==> src/rtl/rtm_pkg.sv <==
package rtm_pkg;
  typedef enum logic [1:0] {
    OP_MUL = 2'd0,
    OP_ADD = 2'd1,
    OP_SUB = 2'd2,
    OP_ACC = 2'd3
  } op_mode_e;
endpackage

==> src/rtl/rtm_table.sv <==
module rtm_table #(
  parameter int N = 16,
  parameter int T = 4,
  localparam int ENT = 1 << T,
  localparam int EW  = N + T
) (
  input  logic                   clk_i,
  input  logic                   rst_ni,
  input  logic                   load_i,
  input  logic [N-1:0]           mcand_i,
  output logic                   busy_o,
  output logic [ENT-1:0][EW-1:0] tbl_o
);
  logic [N-1:0]           mcand_q;
  logic [T-1:0]           cnt_q;
  logic                   busy_q;
  logic [ENT-1:0][EW-1:0] tbl_q;

  // one new multiple per cycle: entry[i] = entry[i-1] + mcand
  always_ff @(posedge clk_i or negedge rst_ni) begin
    if (!rst_ni) begin
      mcand_q <= '0;
      cnt_q   <= '0;
      busy_q  <= 1'b0;
      tbl_q   <= '0;
    end else if (load_i) begin
      mcand_q <= mcand_i;
      cnt_q   <= T'(1);
      busy_q  <= 1'b1;
    end else if (busy_q) begin
      tbl_q[cnt_q] <= tbl_q[T'(cnt_q - T'(1))] + EW'(mcand_q);
      cnt_q        <= cnt_q + T'(1);
      if (cnt_q == T'(ENT - 1)) busy_q <= 1'b0;
    end
  end

  assign busy_o = busy_q;
  assign tbl_o  = tbl_q;


  load_busy_chk: assert property (@(posedge clk_i) disable iff (!rst_ni)
    load_i |=> busy_o);


  tbl_top_entry_chk: assert property (@(posedge clk_i) disable iff (!rst_ni)
    !busy_q |-> tbl_q[ENT-1] == EW'(mcand_q) * EW'(ENT - 1));
endmodule

==> src/rtl/rtm_select.sv <==
module rtm_select
  import rtm_pkg::*;
#(
  parameter int N = 16,
  parameter int T = 4,
  localparam int NDIG = N / T,
  localparam int ENT  = 1 << T,
  localparam int EW   = N + T,
  localparam int PW   = 2 * N
) (
  input  logic                    clk_i,
  input  logic                    rst_ni,
  input  logic                    accept_i,
  input  op_mode_e                mode_i,
  input  logic [N-1:0]            a_i,
  input  logic [N-1:0]            b_i,
  input  logic [ENT-1:0][EW-1:0]  tbl_i,
  output logic                    vld_o,
  output op_mode_e                mode_o,
  output logic [NDIG-1:0][PW-1:0] terms_o
);
  logic [NDIG-1:0][PW-1:0] term_d;

  for (genvar k = 0; k < NDIG; k++) begin : g_dig
    logic [T-1:0]  dig;
    logic [PW-1:0] prod_term;
    logic [PW-1:0] alt_term;
    assign dig       = a_i[k*T +: T];
    assign prod_term = PW'(tbl_i[dig]) << (T * k);
    if (k == 0) begin : g_a
      assign alt_term = PW'(a_i);
    end else if (k == 1) begin : g_b
      always_comb begin
        case (mode_i)
          OP_ADD:  alt_term = PW'(b_i);
          OP_SUB:  alt_term = PW'(0) - PW'(b_i);
          default: alt_term = '0;
        endcase
      end
    end else begin : g_zero
      assign alt_term = '0;
    end
    assign term_d[k] = (mode_i == OP_MUL) ? prod_term : alt_term;
  end

  always_ff @(posedge clk_i or negedge rst_ni) begin
    if (!rst_ni) begin
      vld_o   <= 1'b0;
      mode_o  <= OP_MUL;
      terms_o <= '0;
    end else begin
      vld_o <= accept_i;
      if (accept_i) begin
        mode_o  <= mode_i;
        terms_o <= term_d;
      end
    end
  end
endmodule

==> src/rtl/rtm_sum_tree.sv <==
module rtm_sum_tree #(
  parameter int CNT = 4,
  parameter int W   = 32,
  localparam int LV = (CNT > 1) ? $clog2(CNT) : 1,
  localparam int P  = 1 << LV
) (
  input  logic [CNT-1:0][W-1:0] in_i,
  output logic [W-1:0]          sum_o
);
  for (genvar l = 0; l <= LV; l++) begin : g_lvl
    localparam int C = P >> l;
    logic [C-1:0][W-1:0] v;
    if (l == 0) begin : g_leaf
      for (genvar i = 0; i < C; i++) begin : g_in
        if (i < CNT) begin : g_used
          assign v[i] = in_i[i];
        end else begin : g_pad
          assign v[i] = '0;
        end
      end
    end else begin : g_add
      for (genvar i = 0; i < C; i++) begin : g_pair
        assign v[i] = g_lvl[l-1].v[2*i] + g_lvl[l-1].v[2*i+1];
      end
    end
  end

  assign sum_o = g_lvl[LV].v[0];
endmodule

==> src/rtl/rtm_accum.sv <==
module rtm_accum
  import rtm_pkg::*;
#(
  parameter int PW = 32
) (
  input  logic          clk_i,
  input  logic          rst_ni,
  input  logic          vld_i,
  input  op_mode_e      mode_i,
  input  logic [PW-1:0] sum_i,
  input  logic          clr_i,
  output logic          res_vld_o,
  output logic [PW-1:0] res_o
);
  logic [PW-1:0] acc_q;
  logic [PW-1:0] total;

  assign total = sum_i + ((mode_i == OP_ACC) ? acc_q : '0);

  always_ff @(posedge clk_i or negedge rst_ni) begin
    if (!rst_ni) begin
      res_vld_o <= 1'b0;
      res_o     <= '0;
      acc_q     <= '0;
    end else begin
      res_vld_o <= vld_i;
      if (vld_i) res_o <= total;
      if (clr_i) acc_q <= '0;
      else if (vld_i && mode_i == OP_ACC) acc_q <= total;
    end
  end


  acc_clear_chk: assert property (@(posedge clk_i) disable iff (!rst_ni)
    clr_i |=> acc_q == '0);
endmodule

==> src/rtl/radix_table_mul.sv <==
module radix_table_mul
  import rtm_pkg::*;
#(
  parameter int N = 16,
  parameter int T = 4,
  localparam int NDIG = N / T,
  localparam int ENT  = 1 << T,
  localparam int EW   = N + T,
  localparam int PW   = 2 * N
) (
  input  logic          clk_i,
  input  logic          rst_ni,
  input  logic          load_i,
  input  logic [N-1:0]  mcand_i,
  input  logic [1:0]    mode_i,
  input  logic          acc_clr_i,
  input  logic          op_valid_i,
  output logic          op_ready_o,
  input  logic [N-1:0]  op_a_i,
  input  logic [N-1:0]  op_b_i,
  output logic          res_valid_o,
  output logic [PW-1:0] res_o
);
  logic                    busy;
  logic [ENT-1:0][EW-1:0]  tbl;
  logic                    accept;
  logic                    s1_vld;
  op_mode_e                s1_mode;
  logic [NDIG-1:0][PW-1:0] s1_terms;
  logic [PW-1:0]           tree_sum;

  assign op_ready_o = !busy;
  assign accept     = op_valid_i && op_ready_o;

  rtm_table #(.N(N), .T(T)) u_table (
    .clk_i   (clk_i),
    .rst_ni  (rst_ni),
    .load_i  (load_i),
    .mcand_i (mcand_i),
    .busy_o  (busy),
    .tbl_o   (tbl)
  );

  rtm_select #(.N(N), .T(T)) u_select (
    .clk_i    (clk_i),
    .rst_ni   (rst_ni),
    .accept_i (accept),
    .mode_i   (op_mode_e'(mode_i)),
    .a_i      (op_a_i),
    .b_i      (op_b_i),
    .tbl_i    (tbl),
    .vld_o    (s1_vld),
    .mode_o   (s1_mode),
    .terms_o  (s1_terms)
  );

  rtm_sum_tree #(.CNT(NDIG), .W(PW)) u_tree (
    .in_i  (s1_terms),
    .sum_o (tree_sum)
  );

  rtm_accum #(.PW(PW)) u_accum (
    .clk_i     (clk_i),
    .rst_ni    (rst_ni),
    .vld_i     (s1_vld),
    .mode_i    (s1_mode),
    .sum_i     (tree_sum),
    .clr_i     (acc_clr_i),
    .res_vld_o (res_valid_o),
    .res_o     (res_o)
  );


  res_latency_chk: assert property (@(posedge clk_i) disable iff (!rst_ni)
    accept |-> ##2 res_valid_o);


  res_origin_chk: assert property (@(posedge clk_i) disable iff (!rst_ni)
    res_valid_o |-> $past(accept, 2));
endmodule

==> config.mk <==
export PLATFORM = sky130hd
export DESIGN_NAME = radix_table_mul
export DESIGN_NICKNAME = d
export VERILOG_FILES = /design/src/rtl/rtm_pkg.sv /design/src/rtl/rtm_table.sv /design/src/rtl/rtm_select.sv /design/src/rtl/rtm_sum_tree.sv /design/src/rtl/rtm_accum.sv /design/src/rtl/radix_table_mul.sv
export SDC_FILE = /design/constraint.sdc
export NUM_CORES = 2
export LEC_CHECK = 0
export ABC_CLOCK_PERIOD_IN_PS = 7460
export BUFFER_PORTS_ARGS = -buffer_cell sky130_fd_sc_hd__buf_2
export CAP_MARGIN = 5
export CORE_UTILIZATION = 30
export DETAILED_ROUTE_END_ITERATION = 7
export PLACE_DENSITY = 0.45
export SLEW_MARGIN = 20
export SYNTH_ARGS = -nofsm -noshare
export SYNTH_HDL_FRONTEND = slang
export SYNTH_HIERARCHICAL = 1
export SYNTH_SLANG_ARGS = --single-unit
export TNS_END_PERCENT = 20
==> constraint.sdc <==
create_clock -name clk_i -period 7.46 [get_ports clk_i]
set_input_delay 0 -clock clk_i [delete_from_list [all_inputs] [get_ports clk_i]]
set_output_delay 0 -clock clk_i [all_outputs]
set_load 0.05 [all_outputs]
==> results.sh <==
export IMPL_status="finished clean"
export IMPL_insertion_delay_ns=0.65
export IMPL_portBuffers=88
export IMPL_m1WireLength_um=61600
export IMPL_fin_setup_tns_ns=0
export IMPL_cts_resized=0
export IMPL_yosysUniqueCellTypes=98
export IMPL_final_nets=3553
export IMPL_gr_total_overflow=0
export IMPL_hold_viol=0
export IMPL_period_needed_ns=5.53
export IMPL_cp_arrival_ns=6.03
export IMPL_gp_congestion=0.854
export IMPL_final_antenna_net_count=0
export IMPL_synth_top_flop_cell="dfrtp_1"
export IMPL_yosysMostFrequentCell="dfrtp_1"
export IMPL_top_layer="met5"
export IMPL_leakagePower_nw=18.3
export IMPL_cts_htree_levels=3
export IMPL_netlist_instances=3328
export IMPL_cts_root_buf="clkbuf_16"
export IMPL_path_max_fanout=8
export IMPL_area_growth_pct=12.4
export IMPL_grt_antenna_before_repair=7
export IMPL_synth_async_reset_ratio_pct=100
export IMPL_grt_first_pass_wirelength_um=206000
export IMPL_max_cap_viol_count=0
export IMPL_grt_pass1_vias=29000
export IMPL_rsz0062_at_grt="false"
export IMPL_synth_warnings=6
export IMPL_coreArea_mm2=0.126
export IMPL_syn_avg_cell_area_um2=11.4
export IMPL_relSlewSlack_pct=21.2
export IMPL_synth_seq_area_share_pct=32.6
export IMPL_dieArea_mm2=0.128
export IMPL_drive_gt1_share_pct=27.4
export IMPL_wl_met2_um=64500
export IMPL_syn_area_mm2=0.0380
export IMPL_critPathSlowestCell="fa_1"
export IMPL_startpoint_type="flop"
export IMPL_worst_slew_pin_slew_ns=1.18
export IMPL_dp_hpwl_um=93000
export IMPL_post_drt_wl_per_cell_um=27.7
export IMPL_drc=0
export IMPL_fp_dieH_um=358
export IMPL_cts_max_path_buffers=3
export IMPL_vias=28900
export IMPL_synth_edf_count=0
export IMPL_synth_top_area_cell="dfrtp_1"
export IMPL_cpPeakStageDelay_ns=0.52
export IMPL_ir_drop_uv=154
export IMPL_row_count=130
export IMPL_ios=89
export IMPL_crit_buf_inv=2
export IMPL_crit_path_cell_trace="inv_1, fa_1, fa_1, inv_1, ha_1, a211oi_1, o211ai_1, a22oi_1, o21ai_1, xor2_1, ha_1, nand2_1, o21ai_0, nand2b_1, nand4b_1, and4_1, a221o_1"
export IMPL_cts_tree="built"
export IMPL_wl_met3_um=10000
export IMPL_vias_per_cell=5.72
export IMPL_first_pass_iters=5
export IMPL_min_period_over_period_pct=74.1
export IMPL_start_util_pct=30.2
export IMPL_cts_made_buffers=66
export IMPL_path_delay_family="adder cells"
export IMPL_max_freq_ghz=0.181
export IMPL_netlist_top_cells_count="494 x dfrtp_1, 393 x mux4_2, 324 x nand2_1"
export IMPL_ys_top_cells_by_area="dfrtp_1 33%, mux4_2 23%, mux2_2 5.1%, mux2i_1 4.1%, fa_1 3.4%"
export IMPL_first_iter_violations=2619
export IMPL_synth_top_area_share_pct=32.6
export IMPL_fin_hold_ws_ns=0.0706
export IMPL_finalSetupViolations=0
export IMPL_drt_total_wl_um=140000
export IMPL_slew_violations=0
export IMPL_die_width_um=358
export IMPL_crit_type="flop to flop"
export IMPL_clock_sinks=494
export IMPL_grt_total_usage_pct=22.0
export IMPL_synth_seq_cells=494
export IMPL_grt_max_degree=119
export IMPL_clock_skew_ns=0.0397
export IMPL_post_route_util_pct=34.0
export IMPL_powerDensity_mw_per_mm2=302
export IMPL_end_kind="flop"
export IMPL_path_clk_slew_ns=0.06
export IMPL_min_path_type="input pin to flop"
export IMPL_worstPathRequired_ns=7.96
what timing repair did:
item	in CTS	in global routing
endpoints found under the hold margin	144	0
hold buffers	66	0
setup buffers	0	0
registers in the layout, summed over array words and instances (netlist names):
register / cells
u_table/cnt_q: 4
u_accum/acc_q: 32
u_select/terms_o: 85
u_table/tbl_o: 320
u_select/vld_o: 1
u_select/mode_o: 2
u_table/busy_o: 1
u_accum/res_vld_o: 1
u_table/mcand_q: 16
u_accum/res_o: 32
routing by layer:
metal	up-vias	global-route usage [%]
li1	12500	-
met1	15100	30.7
met2	1068	34.6
met3	206	4.47
met4	4	5.65
met5	-	0
cells by family (layout without fill, tap and decap cells):
kind of cell	count (synthesis)	count (layout)	synth area share [%]
buffers and inverters	530	564	6.30
xor gates and xnor gates	82	82	1.93
DFF	494	494	32.6
muxes	722	722	32.6
other	1	38	0.00988
and+or+nand+nor	616	616	7.50
adders and majority gates	152	152	6.27
AOI/OAI and AO/OA	731	731	12.8
layout by cell type (no fill, tap or decap), types with 25 or more instances in the layout:
master           n
o21ai_0        247
o22ai_1         70
mux2_2         173
dlygate4sd3_1   65
clkbuf_16       67
conb_1          36
buf_2           80
a21oi_1         81
nor2_1          69
fa_1            64
nand2_1        311
mux4_2         393
buf_4           71
inv_1          222
mux2i_1        154
and3_1          40
a21o_1          72
xnor2_1         46
ha_1            87
nand4_1         25
nand3_1         45
xor2_1          25
dfrtp_1        492
power by group:
group | total (W) | internal (W) | switching, W
Clock | 0.00334 | 0.00198 | 0.00135
Sequential | 0.00409 | 0.00325 | 0.000840
Combinational | 0.00546 | 0.00237 | 0.00310
Total | 0.0129 | 0.00760 | 0.00529
cell type report:
type	count	area, µm²
Tap cell	1650	2060
Fill cell	12600	82900
Inverter	223	837
Timing Repair Buffer	222	1680
Clock buffer	94	1890
Clock inverter	25	333
Antenna cell	2	5.00
Sequential cell	494	12400
Multi-Input combinational cell	2339	23500
final timing paths:
path,start,endpoint,slack (ns),cells past startpoint
min,op_a_i[6],u_select/terms_o[6]$_DFFE_PN0P_,0.07,4
max,u_select/terms_o[15]$_DFFE_PN0P_,u_accum/acc_q[30]$_DFFE_PN0P_,1.93,17
max in group asynchronous,rst_ni,u_table/cnt_q[0]$_DFFE_PN0P_,5.68,4
min reg2reg,u_select/terms_o[113]$_DFFE_PN0P_,u_select/terms_o[113]$_DFFE_PN0P_,0.48,1
min in group asynchronous,rst_ni,u_select/terms_o[117]$_DFFE_PN0P_,0.43,3
max reg2reg,u_select/terms_o[15]$_DFFE_PN0P_,u_accum/acc_q[30]$_DFFE_PN0P_,1.93,17
stage by stage:
step | instances | cell area, µm² | worst slack, ns | power, W
after detailed placement | 4862 | 39700 | 1.96 | 0.00947
after floorplan | 3363 | 38100 | 1.82 | 0.00781
after global placement | 4862 | 39700 | 2.04 | 0.00943
final | 5049 | 42700 | 1.93 | 0.0129
after global routing | 5048 | 42700 | 1.53 | 0.0136
after CTS | 5047 | 42600 | 1.94 | 0.0129
worst reg2reg max path: stages (launching register included):
cell and delay [ns]:
dfrtp_1 0.50, inv_1 0.11, fa_1 0.45, fa_1 0.52
inv_1 0.04, ha_1 0.39, a211oi_1 0.36, o211ai_1 0.22
a22oi_1 0.37, o21ai_1 0.23, xor2_1 0.20, ha_1 0.47
nand2_1 0.22, o21ai_0 0.33, nand2b_1 0.30, nand4b_1 0.18
and4_1 0.24, a221o_1 0.25
(Power assumes the default switching activity.)
